**src/rtl/spi_flags_pkg.sv**
```systemverilog
package spi_flags_pkg;
  typedef enum logic {
    ADDR_STAT = 1'b0,
    ADDR_DATA = 1'b1
  } reg_addr_e;

  localparam int unsigned DONE_BIT = 7;
  localparam int unsigned COLL_BIT = 6;
endpackage

```
**src/rtl/spi_sync.sv**
```systemverilog
module spi_sync #(
  parameter int unsigned WIDTH   = 1,
  parameter logic [WIDTH-1:0] RST_VAL = '0
) (
  input  logic             clk_i,
  input  logic             rst_ni,
  input  logic [WIDTH-1:0] d_i,
  output logic [WIDTH-1:0] q_o
);
  logic [WIDTH-1:0] meta_q, sync_q;

  for (genvar i = 0; i < WIDTH; i++) begin : g_bit
    always_ff @(posedge clk_i or negedge rst_ni) begin
      if (!rst_ni) begin
        meta_q[i] <= RST_VAL[i];
        sync_q[i] <= RST_VAL[i];
      end else begin
        meta_q[i] <= d_i[i];
        sync_q[i] <= meta_q[i];
      end
    end
  end

  assign q_o = sync_q;
endmodule

```
**src/rtl/spi_shifter.sv**
```systemverilog
module spi_shifter #(
  parameter int unsigned DATA_W = 8,
  localparam int unsigned CNT_W = $clog2(DATA_W),
  localparam int unsigned MSB   = DATA_W - 1
) (
  input  logic              clk_i,
  input  logic              rst_ni,
  input  logic              sck_i,
  input  logic              mosi_i,
  input  logic              ss_i,
  input  logic              load_i,
  input  logic [DATA_W-1:0] load_data_i,
  output logic              busy_o,
  output logic              done_o,
  output logic [DATA_W-1:0] rx_o,
  output logic              miso_o
);
  localparam logic [CNT_W-1:0] LAST = CNT_W'(DATA_W - 1);

  logic              sck_d_q;
  logic              rise, fall;
  logic [DATA_W-1:0] sr_q, shifted;
  logic [CNT_W-1:0]  cnt_q;
  logic [DATA_W-1:0] rx_q;
  logic              miso_q;

  assign rise    = sck_i & ~sck_d_q & ~ss_i;
  assign fall    = ~sck_i & sck_d_q & ~ss_i;
  assign shifted = {sr_q[MSB-1:0], mosi_i};
  assign done_o  = rise && (cnt_q == LAST);
  // edge cycles count as busy so a load never races a shift
  assign busy_o  = ~ss_i & ((cnt_q != '0) | rise | fall);

  always_ff @(posedge clk_i or negedge rst_ni) begin
    if (!rst_ni) begin
      sck_d_q <= 1'b0;
      sr_q    <= '0;
      cnt_q   <= '0;
      rx_q    <= '0;
      miso_q  <= 1'b0;
    end else begin
      sck_d_q <= sck_i;
      if (ss_i) begin
        cnt_q <= '0;
        if (load_i) begin
          sr_q   <= load_data_i;
          miso_q <= load_data_i[MSB];
        end else begin
          miso_q <= sr_q[MSB];
        end
      end else if (rise) begin
        sr_q  <= shifted;
        cnt_q <= (cnt_q == LAST) ? '0 : cnt_q + 1'b1;
        if (cnt_q == LAST) rx_q <= shifted;
      end else if (fall) begin
        miso_q <= sr_q[MSB];
      end else if (load_i) begin
        sr_q   <= load_data_i;
        miso_q <= load_data_i[MSB];
      end
    end
  end

  assign rx_o   = rx_q;
  assign miso_o = miso_q;

  // deselect aborts any partial byte
  p_idle_cnt_r9: assert property (@(posedge clk_i) disable iff (!rst_ni)
    ss_i |=> (cnt_q == '0));
  // completion strobe lasts one cycle
  p_done_pulse_r4: assert property (@(posedge clk_i) disable iff (!rst_ni)
    done_o |=> !done_o);
  // received byte changes only at byte end
  p_rx_hold_r1: assert property (@(posedge clk_i) disable iff (!rst_ni)
    !done_o |=> $stable(rx_q));
endmodule

```
**src/rtl/spi_regs.sv**
```systemverilog
module spi_regs
  import spi_flags_pkg::*;
#(
  parameter int unsigned DATA_W = 8
) (
  input  logic              clk_i,
  input  logic              rst_ni,
  input  logic              sel_i,
  input  logic              we_i,
  input  logic              addr_i,
  input  logic [DATA_W-1:0] wdata_i,
  output logic [DATA_W-1:0] rdata_o,
  input  logic              busy_i,
  input  logic              done_i,
  input  logic [DATA_W-1:0] rx_i,
  output logic              load_o,
  output logic [DATA_W-1:0] load_data_o
);
  logic done_q, coll_q, armed_q;
  logic rd_stat, rd_data, wr_data, coll, clr;
  logic [DATA_W-1:0] status;

  assign rd_stat = sel_i & ~we_i & (addr_i == ADDR_STAT);
  assign rd_data = sel_i & ~we_i & (addr_i == ADDR_DATA);
  assign wr_data = sel_i &  we_i & (addr_i == ADDR_DATA);
  assign coll    = wr_data & busy_i;
  assign clr     = rd_data & armed_q;

  assign load_o      = wr_data & ~busy_i;
  assign load_data_o = wdata_i;

  always_ff @(posedge clk_i or negedge rst_ni) begin
    if (!rst_ni) begin
      done_q  <= 1'b0;
      coll_q  <= 1'b0;
      armed_q <= 1'b0;
    end else begin
      if (sel_i) armed_q <= rd_stat;
      if (done_i)   done_q <= 1'b1;
      else if (clr) done_q <= 1'b0;
      if (coll)     coll_q <= 1'b1;
      else if (clr) coll_q <= 1'b0;
    end
  end

  always_comb begin
    status           = '0;
    status[DONE_BIT] = done_q;
    status[COLL_BIT] = coll_q;
  end

  assign rdata_o = (addr_i == ADDR_DATA) ? rx_i : status;

  // completion flag rises only on a byte end
  p_done_set_r4: assert property (@(posedge clk_i) disable iff (!rst_ni)
    $rose(done_q) |-> $past(done_i));
  // collision flag rises only on a write during a byte
  p_coll_set_r5: assert property (@(posedge clk_i) disable iff (!rst_ni)
    $rose(coll_q) |-> $past(wr_data && busy_i));
  // flags fall only after status read then data read
  p_coll_clr_r7: assert property (@(posedge clk_i) disable iff (!rst_ni)
    $fell(coll_q) |-> $past(rd_data && armed_q));
  p_done_clr_r6: assert property (@(posedge clk_i) disable iff (!rst_ni)
    $fell(done_q) |-> $past(rd_data && armed_q));
  // unused status bits stay zero
  p_stat_pad_r10: assert property (@(posedge clk_i) disable iff (!rst_ni)
    $countones(status) <= 2);
endmodule

```
**src/rtl/spi_slave_flags.sv**
```systemverilog
module spi_slave_flags #(
  parameter int unsigned DATA_W = 8
) (
  input  logic              clk_i,
  input  logic              rst_ni,
  input  logic              bus_sel_i,
  input  logic              bus_we_i,
  input  logic              bus_addr_i,
  input  logic [DATA_W-1:0] bus_wdata_i,
  output logic [DATA_W-1:0] bus_rdata_o,
  input  logic              sck_i,
  input  logic              mosi_i,
  input  logic              ss_ni,
  output logic              miso_o,
  output logic              miso_oe_o
);
  logic [2:0]        pins_s;
  logic              sck_s, mosi_s, ss_s;
  logic              busy, done, load, miso_raw;
  logic [DATA_W-1:0] rx, load_data;

  // select resets high so the slave starts deselected
  spi_sync #(.WIDTH(3), .RST_VAL(3'b100)) u_sync (
    .clk_i (clk_i),
    .rst_ni(rst_ni),
    .d_i   ({ss_ni, mosi_i, sck_i}),
    .q_o   (pins_s)
  );
  assign {ss_s, mosi_s, sck_s} = pins_s;

  spi_shifter #(.DATA_W(DATA_W)) u_shift (
    .clk_i      (clk_i),
    .rst_ni     (rst_ni),
    .sck_i      (sck_s),
    .mosi_i     (mosi_s),
    .ss_i       (ss_s),
    .load_i     (load),
    .load_data_i(load_data),
    .busy_o     (busy),
    .done_o     (done),
    .rx_o       (rx),
    .miso_o     (miso_raw)
  );

  spi_regs #(.DATA_W(DATA_W)) u_regs (
    .clk_i      (clk_i),
    .rst_ni     (rst_ni),
    .sel_i      (bus_sel_i),
    .we_i       (bus_we_i),
    .addr_i     (bus_addr_i),
    .wdata_i    (bus_wdata_i),
    .rdata_o    (bus_rdata_o),
    .busy_i     (busy),
    .done_i     (done),
    .rx_i       (rx),
    .load_o     (load),
    .load_data_o(load_data)
  );

  assign miso_oe_o = ~ss_s;
  assign miso_o    = miso_raw & ~ss_s;

  // a deselected slave never signals a byte end
  p_no_done_idle_r9: assert property (@(posedge clk_i) disable iff (!rst_ni)
    ss_s |-> !done);
  // a write during a byte never loads the shifter
  p_no_load_busy_r5: assert property (@(posedge clk_i) disable iff (!rst_ni)
    busy |-> !load);
endmodule

```
**config.mk**
```make
export PLATFORM = sky130hd
export DESIGN_NAME = spi_slave_flags
export DESIGN_NICKNAME = d
export VERILOG_FILES = /design/src/rtl/spi_flags_pkg.sv /design/src/rtl/spi_sync.sv /design/src/rtl/spi_shifter.sv /design/src/rtl/spi_regs.sv /design/src/rtl/spi_slave_flags.sv
export SDC_FILE = /design/constraint.sdc
export NUM_CORES = 1
export LEC_CHECK = 0
export ABC_AREA = 1
export BUFFER_PORTS_ARGS = -buffer_cell sky130_fd_sc_hd__buf_2
export CAP_MARGIN = 10
export CORE_UTILIZATION = 50
export CTS_BUF_LIST = sky130_fd_sc_hd__clkbuf_4
export CTS_CLUSTER_SIZE = 16
export DETAILED_ROUTE_END_ITERATION = 7
export PLACE_DENSITY = 0.73
export SLEW_MARGIN = 5
export SYNTH_ARGS = -nofsm -noshare
export SYNTH_HDL_FRONTEND = slang
export SYNTH_SLANG_ARGS = --single-unit
```
**constraint.sdc**
```tcl
create_clock -name clk_i -period 2.6 [get_ports clk_i]
set_input_delay 0.78 -clock clk_i [delete_from_list [all_inputs] [get_ports clk_i]]
set_output_delay 0.78 -clock clk_i [all_outputs]
set_load 0.01 [all_outputs]
```
==> results.sh, run 1 <==
export IMPL_cpMaxStageDelayCell="buf_2"
export IMPL_grt_pass1_wl_mm=4.00
export IMPL_yosys_area_top_type_share_pct=50.9
export IMPL_regToRegSetupSlack_ns=1.06
export IMPL_crit_end="bus_rdata_o[7]"
export IMPL_fin_crit_sh_pct=78.2
export IMPL_cts_made_buffers=5
export IMPL_ys_async_sr_fraction_pct=100
export IMPL_cp_depth=3
export IMPL_avgRoutedWirePerCell_um=11.9
export IMPL_dp_hpwl_mm=1.78
export IMPL_diodes=0
export IMPL_critPathMaxFanout=12
export IMPL_antenna_found_initial=0
export IMPL_synthTopCellsByArea="dfrtp_1 (51%), nand2_1 (8.2%), inv_1 (6.0%)"
export IMPL_hold_buffers=0
export IMPL_die_h_um=54.5
export IMPL_hold_viol_final=0
export IMPL_htreeDepth=2
export IMPL_fin_worst_skew_ns=0.00430
export IMPL_relSlewSlack_pct=56.6
export IMPL_end_kind="primary output"
export IMPL_port_buffers=25
export IMPL_clockBufferDepth=2
export IMPL_whs_ns=0.359
export IMPL_initial_core_util_pct=54.1
export IMPL_clk_transition_reported_paths_ns=0.09
export IMPL_finalSetupViolCount=0
export IMPL_reg2reg_depth=9
export IMPL_layout_nets=192
export IMPL_syn_nets=164
export IMPL_crit_chain="buf_2 > o21ai_0 > buf_2"
export IMPL_cp_common_cell="buf_2"
export IMPL_drc=0
export IMPL_synth_edff_count=0
export IMPL_globalRouteOverflowTotal=0
export IMPL_criticalPathCategory="input pin to primary output"
export IMPL_yosysWarnings=0
export IMPL_p_clk_share_pct=28.4
export IMPL_postCtsSetupRepairBufs=0
export IMPL_worstReg2RegEnd="u_shift.sr_q[0]"
export IMPL_worst_path_dominant_cell_family="buffers and inverters"
export IMPL_utilization_pct=61.1
export IMPL_worstPathRequired_ns=1.82
export IMPL_dr_pass1_iters=4
export IMPL_clkLatencyLatePin_ns=0.33
export IMPL_grt_max_degree=31
export IMPL_crit_start="bus_addr_i"
export IMPL_cts_root_buf="clkbuf_4"
export IMPL_fin_area_um2=1560
export IMPL_cts_tree="built"
export IMPL_vias=1016
export IMPL_p_int_mw=0.679
export IMPL_ys_types=24
export IMPL_synthFlopType="dfrtp_1"
export IMPL_clock_sinks=30
export IMPL_slew_violations=0
export IMPL_grt_setup_unrepaired="no"
export IMPL_p_leak_nw=0.879
export IMPL_fmax_ghz=0.492
export IMPL_powerDensity_nw_per_um2=607
export IMPL_switching_share_pct=28.1
export IMPL_power_frac_seq_pct=57.6
export IMPL_cts_resized=0
export IMPL_grt_pass1_vias=964
export IMPL_area_growth_pct=13.0
export IMPL_core_area_um2=2540
export IMPL_synth_top_area_cell="dfrtp_1"
export IMPL_track_usage_pct=20.2
export IMPL_ys_ff_latch=30
export IMPL_fin_tns_setup_ns=0
export IMPL_synth_seq_area_share_pct=54.7
export IMPL_placed_area_um2=1500
export IMPL_p_switching_mw=0.265
export IMPL_drive_above_1_share_pct=27.6
export IMPL_io_pins=26
export IMPL_drtIter0Drc=12
export IMPL_antenna_left=0
export IMPL_total_power_mw=0.945
export IMPL_worstHoldPathType="register to register"
export IMPL_status="completed"
export IMPL_syn_area_per_cell_um2=9.49
export IMPL_rr_startpoint="u_shift.cnt_q[0]"
export IMPL_startpoint_type="input pin"
export IMPL_routed_wl_mm=2.42
export IMPL_vdd_drop_max_v=0.000474
export IMPL_die_w_um=54.5
export IMPL_place_congestion=0.714
export IMPL_fin_crit_ns=2.03
export IMPL_routed_via_density=4.98
export IMPL_critPathBufInv=2
export IMPL_rows=18
export IMPL_netlist_area_um2=1380
export IMPL_tightest_slew_ns=0.651
export IMPL_arrival_ns=1.25
export IMPL_final_cell_mix="nand2_1 (30), dfrtp_1 (28), buf_2 (25)"
export IMPL_max_cap_violations=0
export IMPL_cp_slowest_stage_delay_ns=0.16
export IMPL_netlist_instances=145
export IMPL_comb_power_share_pct=13.9
export IMPL_die_area_um2=2970
export IMPL_final_common_cell="nand2_1"
worst min path at each step:
| stage | end | start | slack [ns] | cells past startpoint |
|---|---|---|---|---|
| 2_1_floorplan | u_sync.q_o[0] | u_sync.meta_q[0] | 0.33 | 0 |
| 3_3_place_gp | u_sync.q_o[0] | u_sync.meta_q[0] | 0.34 | 0 |
| 3_5_place_dp | u_sync.q_o[0] | u_sync.meta_q[0] | 0.34 | 0 |
| 4_1_cts | u_sync.q_o[0] | u_sync.meta_q[0] | 0.36 | 0 |
| 5_1_grt | u_sync.q_o[1] | u_sync.meta_q[1] | 0.37 | 0 |
| 6_report | u_sync.q_o[0] | u_sync.meta_q[0] | 0.36 | 0 |
registers in the layout, summed over array words and instances, names as in the netlist:
register and cells:
u_shift.sck_d_q 1, u_shift.sr_q 8, u_regs.coll_q 1, u_shift.cnt_q 3, u_sync.meta_q 3, u_regs.done_q 1
u_shift.miso_o 1, u_regs.armed_q 1, u_sync.q_o 3, u_shift.rx_o 8
cell usage after synthesis (2+ instances only):
master and n:
nand3_1 2, a21oi_2 2, mux2_2 2, mux2_4 3
inv_1 22, o22ai_1 4, nand4_1 2, nand2_4 2
o21ai_1 2, dfrtp_1 28, dfstp_2 2, buf_6 3
nand2_1 30, o21ai_0 15, nor2_2 2, a21oi_1 3
nor2_1 12, ha_1 3
routing by layer:
layer,global-route usage (%),share of wire (%),vias to the layer above
met4,12.4,1.9,0
li1,-,-,515
met5,0,0,-
met1,23.8,46,474
met2,30.5,47,21
met3,8.33,4.6,6
cell type report:
class	count	area [um2]
fill	224	990
sequential	30	753
multi-input combinational	87	493
timing repair buffer	25	125
inverter	24	92.6
clock buffer	6	45.0
tap	30	37.5
clock inverter	2	8.76
per-stage QoR:
step / setup WS [ns] / std cells
detailed placement: 0.561 / 196
global placement: 0.587 / 196
global route: 0.510 / 204
CTS: 0.565 / 204
finish: 0.568 / 204
floorplan: 0.558 / 145
power by group through the flow:
stage	Sequential [mW]	Combinational, mW	Clock (mW)
floorplan	0.544	0.0922	0
global placement	0.551	0.127	0
detailed placement	0.553	0.134	0
CTS	0.545	0.134	0.278
global route	0.550	0.155	0.296
finish	0.544	0.132	0.269
cell families (layout without fill, tap and decap cells):
kind of cell | after synthesis | after routing | share of synthesized area, %
mux | 5 | 5 | 4.91
flops | 30 | 30 | 54.7
simple gates | 53 | 53 | 17.8
buf+inv | 28 | 57 | 9.45
fa+ha+maj | 3 | 3 | 2.73
compound gates | 26 | 26 | 10.4
Note: power is estimated with default switching activity, not from simulation.
==> run 2: changes to the inputs <==
- ABC_AREA: 1 -> 0
- clock period: 2.6 -> 2 ns (I/O delays scaled with it)
==> run 2 against run 1 <==
  * Total power grew 32%
  * Sequential power grew 30%
  * Via count shrank 3.6%
  * Synthesized area shrank 0.27%
  * Die area shrank 0.26%
  * Sequential share of layout area shrank 0.95 points
  * Clock skew grew 0.0099 ns
  * Core utilization grew 1.2 points
  * Register-to-register slack lost 0.76 ns
  * First-iteration DRC count grew 83%
  * Clock power grew 39%
==> results.sh, run 2 <==
export IMPL_status="completed"
export IMPL_fin_crit_ns=1.88
export IMPL_clkLatencyLatePin_ns=0.33
export IMPL_power_frac_seq_pct=56.6
export IMPL_synth_edff_count=0
export IMPL_yosys_area_top_type_share_pct=51.0
export IMPL_cts_root_buf="clkbuf_4"
export IMPL_p_switching_mw=0.323
export IMPL_end_kind="primary output"
export IMPL_routed_wl_mm=2.68
export IMPL_netlist_area_um2=1370
export IMPL_numPlacedInstances=167
export IMPL_die_w_um=54.4
export IMPL_die_area_um2=2960
export IMPL_synth_top_area_cell="dfrtp_1"
export IMPL_htreeDepth=2
export IMPL_clock_sinks=30
export IMPL_io_pins=26
export IMPL_dr_pass1_iters=4
export IMPL_grt_max_degree=31
export IMPL_max_cap_violations=0
export IMPL_ys_types=32
export IMPL_synthMuxAreaShare_pct=11.2
export IMPL_stdcell_count=175
export IMPL_cts_tree="built"
export IMPL_final_cell_mix="dfrtp_1 (28), buf_2 (25), and2_1 (9)"
export IMPL_crit_end="bus_rdata_o[6]"
export IMPL_ys_ff_latch=30
export IMPL_routed_via_density=5.59
export IMPL_clockBufferDepth=2
export IMPL_synth_seq_area_share_pct=54.9
export IMPL_track_usage_pct=22.6
export IMPL_cts_resized=0
export IMPL_crit_start="bus_addr_i"
export IMPL_synth_common_cells="dfrtp_1 (28), and2_1 (9), a21oi_1 (8), mux2_1 (8), inv_1 (7)"
export IMPL_synth_top_family_by_area="simple AND/OR/NAND/NOR gates"
export IMPL_criticalPathCategory="input pin to primary output"
export IMPL_drive_above_1_share_pct=32.4
export IMPL_arrival_ns=1.28
export IMPL_syn_nets=132
export IMPL_die_h_um=54.4
export IMPL_grt_setup_unrepaired="no"
export IMPL_multi_input_area_um2=558
export IMPL_preCtsSetupSlack_ns=0.124
export IMPL_drtIter0Drc=22
export IMPL_fin_worst_skew_ns=0.0142
export IMPL_fill_cells=222
export IMPL_syn_area_per_cell_um2=12.1
export IMPL_p_clk_share_pct=30.1
export IMPL_synthTopCellsByArea="dfrtp_1 (51%), mux2_1 (6.6%), and2_1 (4.1%)"
export IMPL_rr_startpoint="u_shift.cnt_q[0]"
export IMPL_finalSetupViolCount=0
export IMPL_startpoint_type="input pin"
export IMPL_place_congestion=0.801
export IMPL_dp_hpwl_mm=1.97
export IMPL_worstPathRequired_ns=1.40
export IMPL_powerDensity_nw_per_um2=785
export IMPL_comb_power_share_pct=13.2
export IMPL_relSlewSlack_pct=56.8
export IMPL_worstReg2RegEnd="u_shift.miso_o"
export IMPL_synth_adder_area_share_pct=2.73
export IMPL_worst_slack_ns=0.122
export IMPL_hold_buffers=0
export IMPL_fmax_ghz=0.532
export IMPL_regToRegSetupSlack_ns=0.30
export IMPL_core_area_um2=2540
export IMPL_drc=0
export IMPL_tightest_slew_ns=0.649
export IMPL_switching_share_pct=25.9
export IMPL_initial_core_util_pct=53.9
export IMPL_p_int_mw=0.922
export IMPL_grt_pass1_vias=966
export IMPL_p_leak_nw=0.828
export IMPL_netlist_instances=113
export IMPL_vdd_drop_max_v=0.000512
export IMPL_cts_made_buffers=5
export IMPL_yosys_area_share_simple_pct=14.1
export IMPL_worstHoldPathType="input pin to async pin"
export IMPL_reg2reg_depth=6
export IMPL_seqCellArea_um2=753
export IMPL_globalRouteOverflowTotal=0
export IMPL_postCtsSetupRepairBufs=0
export IMPL_slew_violations=0
export IMPL_layout_nets=163
export IMPL_fin_crit_sh_pct=93.9
export IMPL_fin_tns_setup_ns=0
export IMPL_critPathMaxFanout=10
export IMPL_rows=18
export IMPL_grt_pass1_wl_mm=4.49
export IMPL_final_common_cell="dfrtp_1"
export IMPL_diodes=0
export IMPL_synth_compound_area_share_pct=12.6
export IMPL_port_buffers=25
export IMPL_antenna_found_initial=0
export IMPL_synthFlopType="dfrtp_1"
export IMPL_yosysWarnings=0
export IMPL_yosysMostFrequentCell="dfrtp_1"
export IMPL_area_growth_pct=15.6
export IMPL_antenna_left=0
export IMPL_vias=979
export IMPL_whs_ns=0.284
export IMPL_avgRoutedWirePerCell_um=15.3
export IMPL_hold_viol_final=0
export IMPL_synth_xor_area_share_pct=0
export IMPL_clk_transition_reported_paths_ns=0.10
export IMPL_ys_async_sr_fraction_pct=100
[run 2: cell count changes in the layout (fill, tap and decap cells not counted), sizes merged, moves of 4 or more]
cell,previous run,this run
nand2,32,4
inv,24,8
o21ai,17,2
and2,0,9
nor2,14,7
mux2,5,11
o32ai,0,5
nand2b,0,4
o22ai,4,0
[run 2: cell families (layout without fill, tap and decap cells)]
logic type,count (synthesis),after routing
fa+ha+maj,3,3
compound gates,21,21
buf+inv,12,44
mux,14,14
flops,30,30
simple gates,33,33
[run 2: stage by stage]
step                area, um2  total power, mW  utilization [%]
floorplan                1370            0.811                -
global placement         1530            0.870             60.0
detailed placement       1530            0.883             60.0
CTS                      1590             1.26             62.3
global route             1590             1.31             62.3
finish                   1590             1.24             62.3
[run 2: worst min path at each step]
stage	endpoint	cells past startpoint	slack [ns]
6_report	u_shift.rx_o[6]	1	0.28
5_1_grt	u_shift.sr_q[5]	1	0.33
4_1_cts	u_shift.rx_o[6]	1	0.29
3_5_place_dp	u_sync.q_o[1]	0	0.35
3_3_place_gp	u_sync.q_o[0]	0	0.33
2_1_floorplan	u_regs.armed_q	0	0.30
[run 2: final cells by class]
class / count / area share, %
multi-input combinational: 71 / 35.2
inverter: 8 / 1.89
clock buffer: 8 / 3.79
timing repair buffer: 28 / 9.31
tap: 30 / 2.37
sequential: 30 / 47.5
[run 2: metal layers]
layer | vias up | track usage [%] | wire length [um]
met5 | - | 0 | 0
met4 | 0 | 8.97 | 20
met3 | 2 | 7.78 | 157
met2 | 26 | 37.2 | 1350
met1 | 491 | 27.1 | 1150
li1 | 460 | - | -
[run 2: power by group through the flow]
stage	Sequential, mW	Combinational [mW]	Clock (mW)
finish	0.705	0.165	0.375
global route	0.713	0.188	0.413
CTS	0.705	0.167	0.383
detailed placement	0.717	0.166	0
global placement	0.714	0.156	0
floorplan	0.701	0.110	0
[run 2: critical path: stages]
cell and delay, ns:
buf_2 0.19, mux2_2 0.35, buf_2 0.13
==> run 3: changes to the inputs <==
- CORE_MARGIN: unset -> 2
- PLACE_DENSITY: 0.73 -> 0.72
- SKIP_LAST_GASP: unset -> 1
==> run 3 against run 2 <==
  * Global-route usage shrank 4.9 points
  * Cell count unchanged
  * Hold slack worse by 0.0081 ns
  * Clock power decreased by 7.5%
  * Combinational power fell by 4%
  * Clock-buffer cell count is 2 lower
  * Register-to-register slack better by 0.03 ns
  * Highest routed layer unchanged
==> results.sh, run 3 (synthesized netlist as in run 2, its figures left out) <==
export IMPL_status="completed"
export IMPL_met2_usage_pct=27.1
export IMPL_relSlewSlack_pct=58.3
export IMPL_arrival_ns=1.24
export IMPL_core_area_um2=2540
export IMPL_dr_pass1_iters=4
export IMPL_fin_tns_setup_ns=0
export IMPL_fill_cells=228
export IMPL_clockBufferDepth=2
export IMPL_globalRouteOverflowTotal=0
export IMPL_drtIter0Drc=19
export IMPL_final_cell_mix="dfrtp_1 (28), buf_2 (25), and2_1 (9)"
export IMPL_area_growth_pct=15.1
export IMPL_hold_viol_final=0
export IMPL_vdd_drop_max_v=0.000506
export IMPL_cts_made_buffers=5
export IMPL_max_cap_violations=0
export IMPL_place_congestion=0.810
export IMPL_reg2reg_depth=6
export IMPL_die_h_um=56.4
export IMPL_initial_core_util_pct=53.9
export IMPL_worstPathRequired_ns=1.40
export IMPL_fmax_ghz=0.543
export IMPL_cts_root_buf="clkbuf_4"
export IMPL_die_area_um2=3180
export IMPL_clk_transition_reported_paths_ns=0.09
export IMPL_worst_slack_ns=0.159
export IMPL_postCtsSetupRepairBufs=0
export IMPL_slew_violations=0
export IMPL_routed_wl_mm=2.42
export IMPL_grt_use_met1_pct=21.6
export IMPL_clock_sinks=30
export IMPL_drc=0
export IMPL_vias=961
export IMPL_grt_setup_unrepaired="no"
export IMPL_dp_hpwl_mm=1.78
export IMPL_startpoint_type="input pin"
export IMPL_clkLatencyLatePin_ns=0.33
export IMPL_preCtsSetupSlack_ns=0.158
export IMPL_port_buffers=25
export IMPL_grt_max_degree=31
export IMPL_end_kind="primary output"
export IMPL_hold_buffers=0
export IMPL_routed_via_density=5.49
export IMPL_cts_tree="built"
export IMPL_finalSetupViolCount=0
export IMPL_antenna_left=0
export IMPL_critPathMaxFanout=8
export IMPL_layout_nets=163
export IMPL_worstHoldPathType="input pin to async pin"
export IMPL_htreeDepth=2
export IMPL_grt_pass1_vias=940
export IMPL_fin_worst_skew_ns=0.0102
export IMPL_grt_pass1_wl_mm=4.17
export IMPL_die_w_um=56.4
export IMPL_diodes=0
export IMPL_criticalPathCategory="input pin to primary output"
export IMPL_avgRoutedWirePerCell_um=13.9
export IMPL_cts_resized=0
export IMPL_antenna_found_initial=0
export IMPL_rows=18
export IMPL_powerDensity_nw_per_um2=766
export IMPL_final_common_cell="dfrtp_1"
export IMPL_io_pins=26
export IMPL_track_usage_pct=17.7
export IMPL_fin_crit_sh_pct=92.0
export IMPL_fin_crit_ns=1.84
export IMPL_grt_busiest_layer="met2"
export IMPL_tightest_slew_ns=0.626
export IMPL_p_leak_nw=0.825
export IMPL_drive_above_1_share_pct=31.7
export IMPL_grt_use_met3_pct=7.60
run 3: metrics by stage:
step	instances	hold WS (ns)	util (%)	area [um2]	total power, mW
2_1_floorplan	113	0.304	-	1370	0.811
3_3_place_gp	167	0.333	60.0	1530	0.870
3_5_place_dp	167	0.344	60.0	1530	0.879
4_1_cts	175	0.294	62.1	1580	1.23
5_1_grt	175	0.315	62.1	1580	1.30
6_report	175	0.276	62.1	1580	1.21
run 3: worst max-delay path, stage by stage:
cell	delay [ns]
buf_2	0.16
mux2_2	0.34
buf_2	0.14
run 3: path summary, 6_finish.rpt:
check | start | to | slack [ns]
min | rst_ni | u_regs.armed_q | 0.28
max in group asynchronous | rst_ni | u_shift.cnt_q[1] | 1.30
min reg2reg | u_sync.meta_q[2] | u_sync.q_o[2] | 0.36
max reg2reg | u_shift.cnt_q[0] | u_shift.sr_q[0] | 0.33
min in group clk_i | u_sync.meta_q[2] | u_sync.q_o[2] | 0.36
max | bus_addr_i | bus_rdata_o[6] | 0.16
run 3: report_power, final:
part,leakage (nW),internal [mW],switching (mW),total [mW]
Sequential,0.374,0.664,0.0400,0.704
Clock,0.0331,0.145,0.201,0.347
Combinational,0.417,0.0771,0.0823,0.159
Total,0.825,0.887,0.324,1.21
run 3: cell type report:
class | instances | area (um2) | area share, %
clock buffers | 6 | 45.0 | 2.85
inverters | 8 | 30.0 | 1.90
well taps | 30 | 37.5 | 2.38
multi-input cells | 71 | 558 | 35.3
flip-flops and latches | 30 | 753 | 47.7
clock inverters | 2 | 8.76 | 0.554
repair buffers | 28 | 148 | 9.34
run 3: metal layers:
metal  vias up  share of wire (%)
met5         -                  0
met4         0                1.4
met3         5                7.7
met2        35                 47
met1       460                 44
li1        461                  -
